`config.mk`:
```
export PLATFORM = sky130hd
export DESIGN_NAME = chan_cmd_exec
export DESIGN_NICKNAME = d
export VERILOG_FILES = /design/src/rtl/chan_cmd_pkg.sv /design/src/rtl/ccc_decode.sv /design/src/rtl/ccc_mode_reg.sv /design/src/rtl/ccc_xfer.sv /design/src/rtl/chan_cmd_exec.sv
export SDC_FILE = /design/constraint.sdc
export NUM_CORES = 1
export LEC_CHECK = 0
export ABC_AREA = 1
export ABC_CLOCK_PERIOD_IN_PS = 4300
export BUFFER_PORTS_ARGS = -buffer_cell sky130_fd_sc_hd__buf_2
export CAP_MARGIN = 25
export CORE_MARGIN = 4
export CORE_UTILIZATION = 60
export CTS_BUF_LIST = sky130_fd_sc_hd__clkbuf_4
export CTS_CLUSTER_SIZE = 12
export DETAILED_ROUTE_END_ITERATION = 10
export PLACE_DENSITY = 0.94
export SETUP_SLACK_MARGIN = 0.02
export SYNTH_ARGS = -nofsm -noshare
export SYNTH_HDL_FRONTEND = slang
export SYNTH_HIERARCHICAL = 1
export SYNTH_SLANG_ARGS = --single-unit
```
`constraint.sdc`:
```
create_clock -name clk -period 4.3 [get_ports clk]
set_input_delay 0.215 -clock clk [delete_from_list [all_inputs] [get_ports clk]]
set_output_delay 0.215 -clock clk [all_outputs]
set_load 0.03 [all_outputs]
```
`src/rtl/chan_cmd_pkg.sv`:
```
package chan_cmd_pkg;

    localparam int CODE_W = 8;

    localparam logic [7:0] ST_CE = 8'h08;
    localparam logic [7:0] ST_DE = 8'h04;
    localparam logic [7:0] ST_UC = 8'h02;
    localparam logic [7:0] ST_OK  = ST_CE | ST_DE;
    localparam logic [7:0] ST_BAD = ST_CE | ST_DE | ST_UC;

    localparam logic [7:0] SNS_REJECT = 8'h80;
    localparam logic [7:0] SNS_INTREQ = 8'h40;

    localparam logic [7:0] OP_CTL   = 8'h07;
    localparam logic [7:0] OP_READ  = 8'h02;
    localparam logic [7:0] OP_RDBK  = 8'h0C;
    localparam logic [7:0] OP_WRITE = 8'h01;
    localparam logic [7:0] OP_WEOF  = 8'h81;
    localparam logic [7:0] OP_SCB   = 8'h14;
    localparam logic [7:0] OP_NOP   = 8'h03;
    localparam logic [7:0] OP_SBM   = 8'h43;
    localparam logic [7:0] OP_SEM   = 8'hC3;
    localparam logic [7:0] OP_PREP  = 8'hE3;
    localparam logic [7:0] OP_SENSE = 8'h04;

    typedef enum logic [1:0] {
        DP_NONE  = 2'd0,
        DP_READ  = 2'd1,
        DP_RDBK  = 2'd2,
        DP_WRITE = 2'd3
    } dp_op_e;

    typedef enum logic [3:0] {
        K_CTL, K_READ, K_RDBK, K_WRITE, K_WEOF, K_SCB, K_NOP,
        K_SBM, K_SEM, K_PREP, K_SENSE, K_INVALID
    } cmd_kind_e;

    typedef enum logic [1:0] {
        SNS_KEEP,
        SNS_CLEAR,
        SNS_LOAD
    } sense_act_e;

    typedef struct packed {
        logic [7:0] stat;
        sense_act_e sense_act;
        logic [7:0] sense_val;
        logic       mode_set;
        logic       mode_clr;
        dp_op_e     dp_op;
    } decision_t;

    // Ordered mask chain: the first matching test decides the base opcode.
    function automatic logic [7:0] reduce_code(input logic [7:0] c, input logic ext);
        logic [7:0] r;
        if ((c & 8'h07) == 8'h07)
            r = OP_CTL;
        else if ((c & 8'h03) == 8'h02)
            r = OP_READ;
        else if ((c & 8'h0F) == 8'h0C)
            r = OP_RDBK;
        else if ((c & 8'h03) == 8'h01)
            r = ext ? (c & 8'h83) : OP_WRITE;
        else if ((c & 8'h1F) == 8'h14)
            r = OP_SCB;
        else if ((c & 8'h47) == 8'h03)
            r = OP_NOP;
        else if ((c & 8'hC7) == 8'h43)
            r = OP_SBM;
        else
            r = c;
        return r;
    endfunction

    function automatic cmd_kind_e classify(input logic [7:0] base);
        cmd_kind_e k;
        case (base)
            OP_CTL:   k = K_CTL;
            OP_READ:  k = K_READ;
            OP_RDBK:  k = K_RDBK;
            OP_WRITE: k = K_WRITE;
            OP_WEOF:  k = K_WEOF;
            OP_SCB:   k = K_SCB;
            OP_NOP:   k = K_NOP;
            OP_SBM:   k = K_SBM;
            OP_SEM:   k = K_SEM;
            OP_PREP:  k = K_PREP;
            OP_SENSE: k = K_SENSE;
            default:  k = K_INVALID;
        endcase
        return k;
    endfunction

    function automatic logic is_sense_class(input logic [7:0] c);
        return c[3:0] == 4'h4;
    endfunction

    function automatic logic is_control_class(input logic [7:0] c);
        return c[1:0] == 2'b11;
    endfunction

endpackage

```
`src/rtl/ccc_decode.sv`:
```
module ccc_decode
    import chan_cmd_pkg::*;
#(
    parameter int CNT_W = 16
) (
    input  logic [7:0]       code,
    input  logic [CNT_W-1:0] count,
    input  logic             dev_open,
    input  logic             ext,
    output decision_t        dec,
    output logic [CNT_W-1:0] resid
);
    localparam logic [CNT_W-1:0] ONE  = CNT_W'(1);
    localparam logic [CNT_W-1:0] ZERO = '0;

    logic [7:0] base;
    cmd_kind_e  kind;
    logic       exempt;

    always_comb begin
        base   = reduce_code(code, ext);
        kind   = classify(base);
        exempt = is_sense_class(code) || is_control_class(code);
    end

    always_comb begin
        dec.stat      = ST_OK;
        dec.sense_act = SNS_CLEAR;
        dec.sense_val = 8'h00;
        dec.mode_set  = 1'b0;
        dec.mode_clr  = 1'b0;
        dec.dp_op     = DP_NONE;
        resid         = count;

        if (!dev_open && !exempt) begin
            dec.stat      = ST_BAD;
            dec.sense_act = SNS_LOAD;
            dec.sense_val = SNS_INTREQ;
        end else begin
            case (kind)
                K_READ:  dec.dp_op = DP_READ;
                K_RDBK:  dec.dp_op = DP_RDBK;
                K_WRITE: begin
                    if (count != ZERO)
                        dec.dp_op = DP_WRITE;
                end
                K_WEOF, K_CTL, K_NOP, K_PREP: begin
                    dec.stat = ST_OK;
                end
                K_SCB: begin
                    dec.sense_act = SNS_KEEP;
                end
                K_SENSE: begin
                    dec.sense_act = SNS_KEEP;
                    resid         = (count == ZERO) ? ZERO : count - ONE;
                end
                K_SEM: begin
                    dec.mode_set = 1'b1;
                    resid        = ZERO;
                end
                K_SBM: begin
                    if (ext) begin
                        dec.mode_clr = 1'b1;
                        resid        = ZERO;
                    end else begin
                        dec.stat      = ST_BAD;
                        dec.sense_act = SNS_LOAD;
                        dec.sense_val = SNS_REJECT;
                    end
                end
                default: begin
                    dec.stat      = ST_BAD;
                    dec.sense_act = SNS_LOAD;
                    dec.sense_val = SNS_REJECT;
                end
            endcase
        end
    end

endmodule

```
`src/rtl/ccc_mode_reg.sv`:
```
module ccc_mode_reg (
    input  logic clk,
    input  logic rst,
    input  logic set_ext,
    input  logic clr_ext,
    output logic ext
);
    always_ff @(posedge clk) begin
        if (rst)
            ext <= 1'b0;
        else if (set_ext)
            ext <= 1'b1;
        else if (clr_ext)
            ext <= 1'b0;
    end
endmodule

```
`src/rtl/ccc_xfer.sv`:
```
module ccc_xfer
    import chan_cmd_pkg::*;
#(
    parameter int CNT_W = 16
) (
    input  logic             clk,
    input  logic             rst,
    input  logic             start,
    input  dp_op_e           op,
    input  logic [CNT_W-1:0] count,
    output logic             busy,
    output logic             fin,
    output logic             dp_req_valid,
    input  logic             dp_req_ready,
    output logic [1:0]       dp_req_op,
    output logic [CNT_W-1:0] dp_req_count,
    input  logic             dp_done
);
    typedef enum logic [1:0] {
        XS_IDLE,
        XS_REQ,
        XS_WAIT
    } xstate_e;

    xstate_e          state;
    dp_op_e           op_q;
    logic [CNT_W-1:0] cnt_q;

    always_ff @(posedge clk) begin
        if (rst) begin
            state <= XS_IDLE;
            op_q  <= DP_NONE;
            cnt_q <= '0;
        end else begin
            case (state)
                XS_IDLE: begin
                    if (start) begin
                        state <= XS_REQ;
                        op_q  <= op;
                        cnt_q <= count;
                    end
                end
                XS_REQ: begin
                    if (dp_req_ready)
                        state <= XS_WAIT;
                end
                XS_WAIT: begin
                    if (dp_done)
                        state <= XS_IDLE;
                end
                default: state <= XS_IDLE;
            endcase
        end
    end

    always_comb begin
        busy         = (state != XS_IDLE);
        fin          = (state == XS_WAIT) && dp_done;
        dp_req_valid = (state == XS_REQ);
        dp_req_op    = op_q;
        dp_req_count = cnt_q;
    end

endmodule

```
`src/rtl/chan_cmd_exec.sv`:
```
module chan_cmd_exec
    import chan_cmd_pkg::*;
#(
    parameter int CNT_W = 16
) (
    input  logic             clk,
    input  logic             rst,
    input  logic             cmd_valid,
    output logic             cmd_ready,
    input  logic [7:0]       cmd_code,
    input  logic [CNT_W-1:0] cmd_count,
    input  logic             dev_open,
    output logic             done,
    output logic [7:0]       unit_stat,
    output logic [7:0]       sense,
    output logic [CNT_W-1:0] residual,
    output logic             xmode,
    output logic             dp_req_valid,
    input  logic             dp_req_ready,
    output logic [1:0]       dp_req_op,
    output logic [CNT_W-1:0] dp_req_count,
    input  logic             dp_done,
    input  logic [7:0]       dp_stat,
    input  logic [CNT_W-1:0] dp_resid
);
    decision_t        dec;
    logic [CNT_W-1:0] dec_resid;
    logic             accept;
    logic             busy;
    logic             fin;
    logic             to_path;

    ccc_decode #(.CNT_W(CNT_W)) u_dec (
        .code     (cmd_code),
        .count    (cmd_count),
        .dev_open (dev_open),
        .ext      (xmode),
        .dec      (dec),
        .resid    (dec_resid)
    );

    always_comb begin
        cmd_ready = !busy;
        accept    = cmd_valid && cmd_ready;
        to_path   = (dec.dp_op != DP_NONE);
    end

    ccc_mode_reg u_mode (
        .clk     (clk),
        .rst     (rst),
        .set_ext (accept && dec.mode_set),
        .clr_ext (accept && dec.mode_clr),
        .ext     (xmode)
    );

    ccc_xfer #(.CNT_W(CNT_W)) u_xfer (
        .clk          (clk),
        .rst          (rst),
        .start        (accept && to_path),
        .op           (dec.dp_op),
        .count        (cmd_count),
        .busy         (busy),
        .fin          (fin),
        .dp_req_valid (dp_req_valid),
        .dp_req_ready (dp_req_ready),
        .dp_req_op    (dp_req_op),
        .dp_req_count (dp_req_count),
        .dp_done      (dp_done)
    );

    always_ff @(posedge clk) begin
        if (rst) begin
            done      <= 1'b0;
            unit_stat <= 8'h00;
            residual  <= '0;
            sense     <= 8'h00;
        end else begin
            done <= 1'b0;
            if (accept) begin
                case (dec.sense_act)
                    SNS_CLEAR: sense <= 8'h00;
                    SNS_LOAD:  sense <= dec.sense_val;
                    default:   sense <= sense;
                endcase
                if (!to_path) begin
                    unit_stat <= dec.stat;
                    residual  <= dec_resid;
                    done      <= 1'b1;
                end
            end else if (fin) begin
                unit_stat <= dp_stat;
                residual  <= dp_resid;
                done      <= 1'b1;
            end
        end
    end

endmodule

```
==> impl_metrics.py <==
metrics = {
    "outcome": {
        "status": "finished, final reports clean",
    },
    "run": {
        "drv_cap": 0,
    },
    "setup_path": {
        "worstSetupPathDepth": 16,
        "path_buf_inv": 2,
        "crit_path_end_kind": "flip-flop",
        "startpoint": "u_mode/ext",
        "r2r_start": "u_mode/ext",
        "endpoint": "sense[5]",
        "crit_chain": "clkinv_1 > nand3_1 > nand3_1 > nor2_2 > nand2_1 > nor2_1 > nand2_4 > nand3_1 > nor2_1 > a21oi_1 > inv_1 > ha_1 > nor2_2 > nand2_1 > o21ai_0 > nor2_1",
        "crit_slowest_cell": "clkinv_1",
        "rrSetupSlack_ps": 1130,
        "startpoint_type": "flip-flop",
        "reg2regPathDepth": 16,
        "worst-endpoint-required_ps": 4580,
        "cp.arrival_ps": 3450,
        "critPathMaxStageDelay_ps": 470,
        "path_delay_family": "simple AND/OR/NAND/NOR gates",
        "r2r-end": "sense[5]",
        "critical_path_class": "flip-flop to flip-flop",
        "critPathMaxFanout": 18,
    },
    "sta": {
        "tns_ps": 0,
        "fin_crit_ps": 3167,
        "fmax_ghz": 0.3157,
        "finalSetupViolCount": 0,
        "fin_crit_sh_pct": 73.66,
        "rsz0062_at_grt": "false",
        "finalHoldViolations": 0,
        "slew_headroom_pct": 48.60,
        "final_max_slew_viol_count": 0,
        "whs_ps": 102.9,
        "fin_skew_ps": 17.59,
        "worstMarginPinSlew_ps": 769.1,
    },
    "synthesis": {
        "ys_ff_latch": 54,
        "synth_top_area_share_pct": 25.61,
        "ys_async_sr_fraction_pct": 0,
        "netlist_area_um2": 4222,
        "synth_area_leaders": "dfxtp_1 26%, nand3_1 14%, nand2_1 13%",
        "yosysSeqAreaShare_pct": 25.61,
        "synth_edf_count": 0,
        "synth_warnings": 6,
        "synthCells": 678,
        "yosysTopAreaCell": "dfxtp_1",
        "avgSynthCellArea_um2": 6.226,
        "synthDistinctLibCells": 32,
        "synthFlopType": "dfxtp_1",
    },
    "final_layout": {
        "fin_nets": 814,
        "final_area_um2": 4648,
        "drive_gt1_share_pct": 24.67,
        "antenna_cells": 0,
        "syn_to_final_growth_pct": 10.11,
        "final_core_util_pct": 68.04,
        "fin_cells": 854,
        "fillCellCount": 628,
        "mostFrequentLayoutCells": "147 x nand2_1, 119 x nand3_1, 107 x buf_2",
        "mostFrequentLayoutCell": "nand2_1",
    },
    "pwr": {
        "netSwitchingPower_mw": 0.5550,
        "switching_share_pct": 39.75,
        "comb_power_share_pct": 37.6,
        "powerDensity_nw_per_um2": 300.4,
        "internal_power_mw": 0.8411,
        "p_clk_share_pct": 21.1,
        "leakage_nw": 2.497,
        "ir_drop_v": 0.0001679,
        "seq_power_share_pct": 41.3,
    },
    "worst_hold_path": {
        "min_path_type": "input pin to flip-flop",
        "worstHoldStart": "dp_req_ready",
    },
    "placed_design": {
        "place_area_um2": 4567,
        "placed_cells": 846,
        "gp_congestion": 0.9238,
        "port_buffers": 107,
        "place_hpwl_mm": 7.839,
    },
    "floorplan": {
        "ios": 108,
        "core-area_um2": 6832,
        "dieHeight_um": 91.88,
        "dieArea_um2": 8442,
        "die_w_um": 91.88,
        "rows": 30,
        "start_util_pct": 61.79,
    },
    "route": {
        "ant_nets": 0,
        "post-route-drc-count": 0,
        "num_vias": 4555,
        "viasPerCell": 5.334,
        "first_pass_iters": 7,
        "wirelength_mm": 10.55,
        "wl_per_cell_um": 12.36,
        "first_iter_violations": 425,
    },
    "clock_network": {
        "cts_tree": "done",
        "clockBufferDepth": 2,
        "htreeDepth": 2,
        "path_clk_slew_ps": 160,
        "worstSkewPairLatency_ps": 380,
        "post_cts_buffers": 0,
        "cts_resized": 0,
        "clkSinkCount": 54,
        "hold_buffers": 0,
        "clockRootBuffer": "clkbuf_4",
        "cts_buffers": 5,
    },
    "global_route": {
        "grt_use_total_pct": 24.73,
        "grt_pass1_vias": 4015,
        "antenna_found_initial": 0,
        "grt_pass1_wl_mm": 17.86,
        "overflow": 0,
        "grt_max_degree": 39,
    },
}
==> worst min-delay path by stage <==
stage / to / slack, ps / cells past startpoint
after floorplan: u_mode/ext / 280 / 1
after global placement: sense[4] / 450 / 2
after detailed placement: sense[1] / 460 / 2
after CTS: u_xfer/state[0] / 90 / 4
after global routing: u_xfer/state[0] / 100 / 4
final: u_xfer/state[0] / 100 / 4
==> synthesized netlist by cell type (6+ instances only) <==
| master | number |
|---|---|
| nor2_1 | 88 |
| nand2_1 | 147 |
| xor2_1 | 8 |
| dfxtp_1 | 54 |
| buf_2 | 11 |
| buf_6 | 6 |
| inv_1 | 80 |
| clkinv_1 | 8 |
| o21ai_0 | 7 |
| a21oi_2 | 22 |
| nand4_1 | 27 |
| nand3_1 | 119 |
| nor2_2 | 25 |
| clkbuf_1 | 7 |
| nor3_1 | 6 |
| a21oi_1 | 8 |
| buf_4 | 18 |
==> per-stage QoR <==
step	setup WS, ps	power [mW]
after floorplan	1718	1.009
after global placement	1345	1.092
after detailed placement	1239	1.107
after CTS	1219	1.402
after global routing	873.4	1.486
final	1133	1.396
==> flip-flops by register name (all words and copies together), names as in the netlist <==
name and cells:
done 1, unit_stat 8, u_xfer/dp_req_count 16, residual 16, u_xfer/dp_req_op 2, u_mode/ext 1, sense 8, u_xfer/state 2
==> layout make-up <==
cell class / instances / area, um^2 / area share [%]
Multi-Input combinational cell: 493 / 2460 / 52.92
Sequential cell: 54 / 1081 / 23.26
Timing Repair Buffer: 109 / 550.5 / 11.84
Inverter: 94 / 355.3 / 7.645
Tap cell: 96 / 120.1 / 2.584
Clock inverter: 3 / 43.79 / 0.9421
Clock buffer: 5 / 37.54 / 0.8075
==> power by group through the flow <==
| stage | registers (mW) | clock network [mW] | logic, mW |
|---|---|---|---|
| floorplan | 0.683 | 0 | 0.326 |
| global placement | 0.586 | 0 | 0.506 |
| detailed placement | 0.587 | 0 | 0.520 |
| CTS | 0.577 | 0.303 | 0.522 |
| global route | 0.583 | 0.320 | 0.583 |
| finish | 0.576 | 0.295 | 0.525 |
==> cell families after synthesis <==
group                      after synthesis  share of synthesized area (%)
buffers and inverters                  142                          17.22
other                                    2                         0.1779
xor gates and xnor gates                10                          2.075
DFF                                     54                          25.61
AOI/OAI and AO/OA                       37                          6.342
adders and majority gates                3                         0.8892
and+or+nand+nor                        430                          47.69
==> routing by layer <==
layer | track usage [%] | vias to the layer above | share of wire [%]
li1 | - | 2264 | -
met1 | 33.62 | 2010 | 42
met2 | 39.36 | 257 | 46
met3 | 4.594 | 24 | 10
met4 | 8.292 | 0 | 2.2
met5 | 0 | - | 0
==> tightest hold or removal path: stages <==
cell	delay (ps)
buf_2	90
inv_1	30
nand2_1	70
a21oi_2	40
(Power assumes the default switching activity.)
